--- src/rtl/tcam_lookup_pkg.sv ---
// Package: shared default sizes and the index-width helper for the
// ternary lookup table. Assumes nothing beyond elaboration-time constants.
package tcam_lookup_pkg;

    localparam int DEF_ENTRIES = 8;
    localparam int DEF_KEY_W   = 5;
    localparam int DEF_RES_W   = 8;

    // Width needed to number n items, never below one bit.
    function automatic int idx_width(input int n);
        return (n > 1) ? $clog2(n) : 1;
    endfunction

endpackage

--- src/rtl/tcam_entry_array.sv ---
// Entry storage and parallel compare. Holds key, care mask and valid flag
// for every entry and produces one match line per entry from the current
// search key. Assumes the write index is below ENTRIES. Any other index
// writes nothing.
module tcam_entry_array #(
    parameter int ENTRIES = 8,
    parameter int KEY_W   = 5,
    parameter int IDX_W   = 3
) (
    input  logic                     clk,
    input  logic                     rst_n,
    input  logic                     we,
    input  logic [IDX_W-1:0]         widx,
    input  logic [KEY_W-1:0]         wkey,
    input  logic [KEY_W-1:0]         wcare,
    input  logic                     wvalid,
    input  logic [KEY_W-1:0]         srch_key,
    output logic [ENTRIES-1:0]       match_vec,
    output logic [ENTRIES*KEY_W-1:0] key_flat,
    output logic [ENTRIES*KEY_W-1:0] care_flat,
    output logic [ENTRIES-1:0]       valid_vec
);

    for (genvar e = 0; e < ENTRIES; e++) begin : g_entry
        logic [KEY_W-1:0] key_q;
        logic [KEY_W-1:0] care_q;
        logic             valid_q;
        logic             sel;

        assign sel = we && (widx == IDX_W'(e));

        // Entry register: reset clears valid, a write loads all three fields.
        always_ff @(posedge clk) begin
            if (!rst_n) begin
                key_q   <= '0;
                care_q  <= '0;
                valid_q <= 1'b0;
            end else if (sel) begin
                key_q   <= wkey;
                care_q  <= wcare;
                valid_q <= wvalid;
            end
        end

        // Match line: every cared bit equal, and the entry valid.
        always_comb begin
            match_vec[e] = valid_q && (((srch_key ^ key_q) & care_q) == '0);
        end

        assign key_flat[e*KEY_W +: KEY_W]  = key_q;
        assign care_flat[e*KEY_W +: KEY_W] = care_q;
        assign valid_vec[e]                = valid_q;
    end

endmodule

--- src/rtl/tcam_prio_enc.sv ---
// Fixed-priority resolver: picks the lowest set bit of the match vector.
// Reports whether any bit is set. The index is 0 when none is.
module tcam_prio_enc #(
    parameter int ENTRIES = 8,
    parameter int IDX_W   = 3
) (
    input  logic [ENTRIES-1:0] req,
    output logic               any,
    output logic [IDX_W-1:0]   idx
);

    // Scan from the top down so the lowest set bit is written last.
    always_comb begin
        any = 1'b0;
        idx = '0;
        for (int i = ENTRIES - 1; i >= 0; i--) begin
            if (req[i]) begin
                any = 1'b1;
                idx = IDX_W'(i);
            end
        end
    end

endmodule

--- src/rtl/tcam_result_ram.sv ---
// Result memory: one word per entry, synchronous write, combinational read.
// Reset clears every word. Assumes the write address is below DEPTH.
module tcam_result_ram #(
    parameter int DEPTH = 8,
    parameter int WIDTH = 8,
    parameter int IDX_W = 3
) (
    input  logic             clk,
    input  logic             rst_n,
    input  logic             we,
    input  logic [IDX_W-1:0] widx,
    input  logic [WIDTH-1:0] wdata,
    input  logic [IDX_W-1:0] ridx,
    output logic [WIDTH-1:0] rdata
);

    logic [WIDTH-1:0] mem [DEPTH];

    for (genvar w = 0; w < DEPTH; w++) begin : g_word
        // Word register: cleared by reset, loaded when addressed.
        always_ff @(posedge clk) begin
            if (!rst_n) begin
                mem[w] <= '0;
            end else if (we && (widx == IDX_W'(w))) begin
                mem[w] <= wdata;
            end
        end
    end

    // Read port: out-of-range addresses return zero.
    always_comb begin
        rdata = '0;
        for (int i = 0; i < DEPTH; i++) begin
            if (ridx == IDX_W'(i)) rdata = mem[i];
        end
    end

endmodule

--- src/rtl/tcam_lookup.sv ---
// Top of the ternary lookup: entry array, priority resolver and result
// memory, followed by one output register stage. A key presented in one
// cycle yields hit, index and result in the next. Writes take effect at
// the same edge that registers the search, so a search never sees them.
module tcam_lookup #(
    parameter int ENTRIES = tcam_lookup_pkg::DEF_ENTRIES,
    parameter int KEY_W   = tcam_lookup_pkg::DEF_KEY_W,
    parameter int RES_W   = tcam_lookup_pkg::DEF_RES_W,
    localparam int IDX_W  = tcam_lookup_pkg::idx_width(ENTRIES)
) (
    input  logic             clk,
    input  logic             rst_n,
    input  logic [KEY_W-1:0] srch_key,
    input  logic             ent_we,
    input  logic [IDX_W-1:0] ent_idx,
    input  logic [KEY_W-1:0] ent_key,
    input  logic [KEY_W-1:0] ent_care,
    input  logic             ent_valid,
    input  logic             res_we,
    input  logic [IDX_W-1:0] res_idx,
    input  logic [RES_W-1:0] res_data,
    output logic             hit,
    output logic [IDX_W-1:0] hit_idx,
    output logic [RES_W-1:0] result
);

    logic [ENTRIES-1:0]       match_vec;
    logic [ENTRIES*KEY_W-1:0] key_flat;
    logic [ENTRIES*KEY_W-1:0] care_flat;
    logic [ENTRIES-1:0]       valid_vec;
    logic                     any_match;
    logic [IDX_W-1:0]         win_idx;
    logic [RES_W-1:0]         win_data;

    tcam_entry_array #(
        .ENTRIES(ENTRIES),
        .KEY_W  (KEY_W),
        .IDX_W  (IDX_W)
    ) u_entries (
        .clk      (clk),
        .rst_n    (rst_n),
        .we       (ent_we),
        .widx     (ent_idx),
        .wkey     (ent_key),
        .wcare    (ent_care),
        .wvalid   (ent_valid),
        .srch_key (srch_key),
        .match_vec(match_vec),
        .key_flat (key_flat),
        .care_flat(care_flat),
        .valid_vec(valid_vec)
    );

    tcam_prio_enc #(
        .ENTRIES(ENTRIES),
        .IDX_W  (IDX_W)
    ) u_prio (
        .req(match_vec),
        .any(any_match),
        .idx(win_idx)
    );

    tcam_result_ram #(
        .DEPTH(ENTRIES),
        .WIDTH(RES_W),
        .IDX_W(IDX_W)
    ) u_results (
        .clk  (clk),
        .rst_n(rst_n),
        .we   (res_we),
        .widx (res_idx),
        .wdata(res_data),
        .ridx (win_idx),
        .rdata(win_data)
    );

    // Output stage: capture the resolved lookup, forcing zeros on a miss.
    always_ff @(posedge clk) begin
        if (!rst_n) begin
            hit     <= 1'b0;
            hit_idx <= '0;
            result  <= '0;
        end else begin
            hit     <= any_match;
            hit_idx <= any_match ? win_idx : '0;
            result  <= any_match ? win_data : '0;
        end
    end

endmodule

--- config.mk ---
export PLATFORM = sky130hd
export DESIGN_NAME = tcam_lookup
export DESIGN_NICKNAME = d
export VERILOG_FILES = /design/src/rtl/tcam_lookup_pkg.sv /design/src/rtl/tcam_entry_array.sv /design/src/rtl/tcam_prio_enc.sv /design/src/rtl/tcam_result_ram.sv /design/src/rtl/tcam_lookup.sv
export SDC_FILE = /design/constraint.sdc
export NUM_CORES = 1
export LEC_CHECK = 0
export BUFFER_PORTS_ARGS = -buffer_cell sky130_fd_sc_hd__buf_2
export CAP_MARGIN = 20
export CORE_MARGIN = 5
export CORE_UTILIZATION = 25
export DETAILED_ROUTE_END_ITERATION = 8
export SKIP_LAST_GASP = 1
export SLEW_MARGIN = 30
export SYNTH_ARGS = -nofsm -noshare
export SYNTH_HDL_FRONTEND = slang
export SYNTH_SLANG_ARGS = --single-unit
--- constraint.sdc ---
create_clock -name clk -period 1.9 [get_ports clk]
set_input_delay 0.095 -clock clk [delete_from_list [all_inputs] [get_ports clk]]
set_output_delay 0.095 -clock clk [all_outputs]
set_load 0.01 [all_outputs]
-- After elaboration in Yosys (flattened, before gate mapping)
Memory sizes are Yosys's and may differ from the RTL's.
Index checks and enable logic that the tools add are counted.
- div/mod/pow operators: 0
- add/subtract/negate cells: 0
- reduce and logical (&&, ||, !) cells: 36
- $mul: 0
- multiplexer cells: 57
- magnitude comparators: 0
- bitwise logic cells: 24
- shift operators: 0
- equality and inequality tests: 21
- operators with widths (kind ; count):
    2-to-1 mux 8 bit ; 16
    AND 5 bit ; 8
    logical NOT 5 bit ; 8
    bitwise XOR 5 bit ; 8
    == test 3 bit, second input constant ; 12
    2-to-1 mux 1 bit ; 33
    logical AND 1 bit ; 24
    2-to-1 mux 3 bit ; 8
    == test 3 x 2 -> 1 bit, second input constant ; 6
    == test 3 x 1 -> 1 bit, second input constant ; 3
    logical NOT 3 bit ; 3
    OR 1 bit ; 8
    AND reduction 2 bit ; 1
- memory bits (read-only): 0
- input bits: 34
- logic and storage cells: 166
- register bits after elaboration: 100
- memories: 1
- latch bits: 0
- RAM bits: 64
- memories (memory ; words ; width ; rd ports ; clocked after memory_dff ; wr ports ; RTL line ; RTL):
    u_results.mem ; 8 ; 8 ; 8 ; 0 ; 8 ; tcam_result_ram.sv:17 ; logic [WIDTH-1:0] mem [DEPTH];

-- Depth between registers and ports, before layout
- depth in word-level cells: 21
- mapped depth: 10
- mapped depth without buffers: 8

-- Modules after synthesis
From an unflattened synthesis, not the netlist that was laid out.
- cell total of the unflattened synthesis: 728
- area, all modules: 7838.8 µm²
- modules (own cells, without submodules) (module ; cells an instance ; area each (µm²) ; seq. area each (µm²) ; times used):
    tcam_entry_array ; 493 ; 4431.8 ; 1761.7 ; 1
    tcam_result_ram ; 196 ; 2989.1 ; 1921.8 ; 1
    tcam_lookup ; 26 ; 337.8 ; 240.2 ; 1
    tcam_prio_enc ; 13 ; 80.1 ; 0.0 ; 1

-- Least setup slack after synthesis
OpenSTA, ideal clock, no wires.
- kind: register -> register
- from: reg u_entries.g_entry[1].key_q[0]
- to: reg result[5]
- data required time: 1766 ps
- arrival: 1672 ps
- buffers on the path: 1
- stages on the path, launching flop included: 9
- setup time: 134 ps
- slack: 94 ps
- path through: dfxtp_1 > xor2_1 > a22oi_2 > nand4_2 > buf_2 > and2_4 > o21a_1 > a2111oi_2 > a311oi_1
- longest elaborated chain between the ends: 15
- elaborated cells on any way between the ends: 25
- those cells by class: eq/ne: 7; mux: 12; bitwise: 2; reduce/logical: 4
- RTL lines (item ; RTL line ; RTL):
    from (decl) ; tcam_entry_array.sv:25 ; logic [KEY_W-1:0] key_q;
    from (signal assigned) ; tcam_entry_array.sv:39 ; key_q <= wkey;
    bitwise XOR 5 bit * ; tcam_entry_array.sv:47 ; match_vec[e] = valid_q && (((srch_key ^ key_q) & care_q) == '0);
    AND 5 bit * ; tcam_entry_array.sv:47 ;
    logical NOT 5 bit * ; tcam_entry_array.sv:47 ;
    logical AND 1 bit * ; tcam_entry_array.sv:47 ;
    2-to-1 mux 3 bit (2 in a row) ; tcam_prio_enc.sv:17 ; if (req[i]) begin
    logical NOT 3 bit ; tcam_result_ram.sv:34 ; if (ridx == IDX_W'(i)) rdata = mem[i];
    2-to-1 mux 8 bit (8 in a row) ; tcam_result_ram.sv:34 ;
    to (signal assigned) ; tcam_lookup.sv:86 ; result <= any_match ? win_data : '0;
    to (decl) ; tcam_lookup.sv:24 ; output logic [RES_W-1:0] result
Mark *: on every way between the ends. The rest lies on a longest branch, timed or not.
A chain may end at the register's enable or synchronous reset.

-- Worst setup path after layout
- from: reg u_entries.g_entry[6].key_q[3]
- to: reg result[6]
- longest elaborated chain between the ends: 20
- elaborated cells on any way between the ends: 35
- those cells by class: eq/ne: 7; mux: 22; bitwise: 2; reduce/logical: 4
- RTL lines (item ; RTL line):
    from (decl) ; tcam_entry_array.sv:25
    from (signal assigned) ; tcam_entry_array.sv:39
    bitwise XOR 5 bit * ; tcam_entry_array.sv:47
    AND 5 bit * ; tcam_entry_array.sv:47
    logical NOT 5 bit * ; tcam_entry_array.sv:47
    logical AND 1 bit * ; tcam_entry_array.sv:47
    2-to-1 mux 3 bit (7 in a row) ; tcam_prio_enc.sv:17
    logical NOT 3 bit ; tcam_result_ram.sv:34
    2-to-1 mux 8 bit (8 in a row) ; tcam_result_ram.sv:34
Marked as above.

==> flow_summary.yaml <==
cts:
  cts_tree: "built"
  cts_buffers: 17
  clk-insertion-delay-late_ns: 0.43
  numClockSinks: 164
  clockBufferDepth: 2
  cts-root-buf: "clkbuf_16"
  clk_pin_slew_ns: 0.07
  htreeDepth: 4
  postCtsHoldBufs: 0
global_routing:
  grt.total_usage: 0.1183
  grt_pass1_wl_um: 31240
  antenna_found_initial: 3
  grt_max_degree: 96
  overflow: 0
  grt_pass1_vias: 5433
worst_hold_path:
  worstHoldPathType: "in -> reg"
  min_from: "ent_key[3]"
  hold_depth: 3
  hold_end: "u_entries.g_entry[2].key_q[3]"
routing:
  initialDrtViolationCount: 348
  wl_per_cell_um: 16.00
  drc: 0
  vias_per_cell: 4.517
  drtPass1Iterations: 5
  wirelength_um: 19600
  ant_nets: 0
  dr_total_vias: 5533
sta:
  clock_skew_ns: 0.01301
  tns_ns: -0.4856
  finalMaxSlewViolations: 0
  worst_slew_pin_slew_ns: 0.6912
  fin_crit_sh: 1.044
  fin_crit_ns: 1.984
  hold_ws_ns: 0.03097
  finalSetupViolations: 9
  hold_viol: 0
  relSlewSlack: 0.5375
  fmax_mhz: 503.9
  rsz0062_at_grt: "true"
  worst_slack_ns: -0.08448
yosys:
  syn_avg_cell_area_um2: 9.885
  syn_inst: 752
  synthFlopType: "dfxtp_1"
  ys_ff_latch: 164
  yosysWarnings: 0
  synth_top_area_frac: 0.2693
  synth_area_leaders: "dfxtp_1 (27%), edfxtp_1 (26%), nand2_1 (10%)"
  synth_cell_types: 51
  syn_nets: 786
  syn-cell-area_um2: 7433
  synth_edf_count: 64
  ys_async_sr_fraction: 0
  yosysSeqAreaShare: 0.5279
  synth_top_area_cell: "dfxtp_1"
placement:
  dpl.cell_count: 1190
  port_buffers: 45
  post-dp-hpwl_um: 13630
  routabilityCongestion: 0.8342
  place_ws_ns: -0.2399
floorplanning:
  dieArea_um2: 33280
  pin_count: 46
  floorplan.initialDensity: 0.2521
  rows: 63
  dieHeight_um: 182.4
  fp.coreArea_um2: 29480
  die_x_um: 182.4
setup_path:
  r2r-start: "u_entries.g_entry[6].key_q[3]"
  worstSetupStartpointType: "flip-flop"
  required_ns: 2.23
  arrival_ns: 2.31
  critPathMaxFanout: 8
  path_class: "reg -> reg"
  worst-r2r-setup-slack_ns: -0.08
  cp-end-kind: "flip-flop"
  reg2reg_depth: 7
  reg2reg_to: "result[6]"
layout:
  final_common_cell: "nand2_1"
  finalNetCount: 857
  final_cell_mix: "nand2_1 (197), dfxtp_1 (94), a21boi_0 (88)"
  area_delta_synth_final_pct: 22.00
  drive_gt1_frac: 0.2180
  final_cells: 1225
  insertedDiodeCount: 0
run_status:
  status: "complete, but fails checks"
  violations: "negative setup slack"
pwr:
  p_leak_nw: 3.238
  peakVddDrop_uv: 606.8
  finalPower_mw: 7.791
  power.density_nw_per_um2: 859.1
flow_run:
  max_cap_viol_count: 0
-- cells by family after synthesis --
| kind of cell | synth area share |
|---|---|
| muxes | 0.001347 |
| xor gates and xnor gates | 0.04713 |
| DFF | 0.5279 |
| and+or+nand+nor | 0.2148 |
| AOI/OAI and AO/OA | 0.1705 |
| buffers and inverters | 0.03838 |
-- timing repair --
action                                  4_1_cts  5_1_grt
buffers inserted                              3        0
endpoints found under the hold margin         0        0
gates resized for setup                      26       17
cloned                                        1        0
endpoints found under the setup margin        9        9
pin swaps                                    28       13
-- sequential cells by signal, summed over array words and instances, names as in the netlist --
register and flops:
u_results.mem 64, u_entries.g_entry.care_q 40, u_entries.g_entry.key_q 40, result 8, u_entries.g_entry.valid_q 8, hit_idx 3
hit 1
-- report_power, final --
part | total [mW] | leakage, nW | switching [mW] | internal (mW)
Combinational | 0.650 | 1.54 | 0.389 | 0.261
Sequential | 3.87 | 1.43 | 0.0701 | 3.80
Clock | 3.27 | 0.271 | 1.46 | 1.82
-- worst max-delay path, cell delays in order (launching register included) --
cell	delay [ns]
dfxtp_1	0.32
xor2_1	0.17
a22oi_2	0.21
nand4_2	0.20
a211oi_2	0.33
and2b_2	0.28
a22oi_1	0.09
o32ai_1	0.29
-- worst max path at each step --
stage	from	to	slack (ns)
global route	u_entries.g_entry[6].key_q[3]	result[6]	-0.21
finish	u_entries.g_entry[6].key_q[3]	result[6]	-0.08
floorplan	u_entries.g_entry[1].key_q[0]	result[5]	0.09
CTS	u_entries.g_entry[2].key_q[3]	result[3]	-0.08
detailed placement	srch_key[1]	result[4]	-0.24
global placement	srch_key[2]	result[6]	-0.16
-- cells in the mapped netlist, types with 2 or more instances --
master	number
a21boi_1	3
nand3_1	6
nor2b_1	3
and2_1	65
a21oi_1	2
buf_2	6
a221o_1	6
o31ai_1	2
nor2_1	17
a222oi_1	6
dfxtp_1	100
a21boi_0	89
nor3_1	14
nand4_4	2
buf_6	4
a22oi_1	12
clkbuf_1	29
o211ai_1	6
nand4_2	4
nand2b_1	7
o21bai_1	2
a311oi_1	7
nand2_1	198
a22oi_2	2
buf_4	13
xor2_1	40
edfxtp_1	64
o21ai_0	14
nand4_1	4
and4_1	4
-- final cells by class --
class	instances	area, µm²
Fill cell	3049	20410
Sequential cell	164	3931
Multi-Input combinational cell	536	3358
Timing Repair Buffer	103	734.5
Tap cell	390	488.0
Clock buffer	17	425.4
Clock inverter	14	127.6
Inverter	1	3.754
-- per-stage QoR --
stage	util	instance area, µm²
5_1_grt	0.3076	9069
4_1_cts	0.3058	9015
3_3_place_gp	0.2825	8328
2_1_floorplan	-	7433
3_5_place_dp	0.2825	8328
6_report	0.3076	9069
-- layer usage --
layer	vias to the layer above	wire length, µm	GRT usage
li1	2735	-	-
met1	2667	8896	0.1537
met2	101	9666	0.2018
met3	24	663	0.01993
met4	6	338	0.03663
met5	-	34	0
Note: power is estimated with default switching activity, not from simulation.
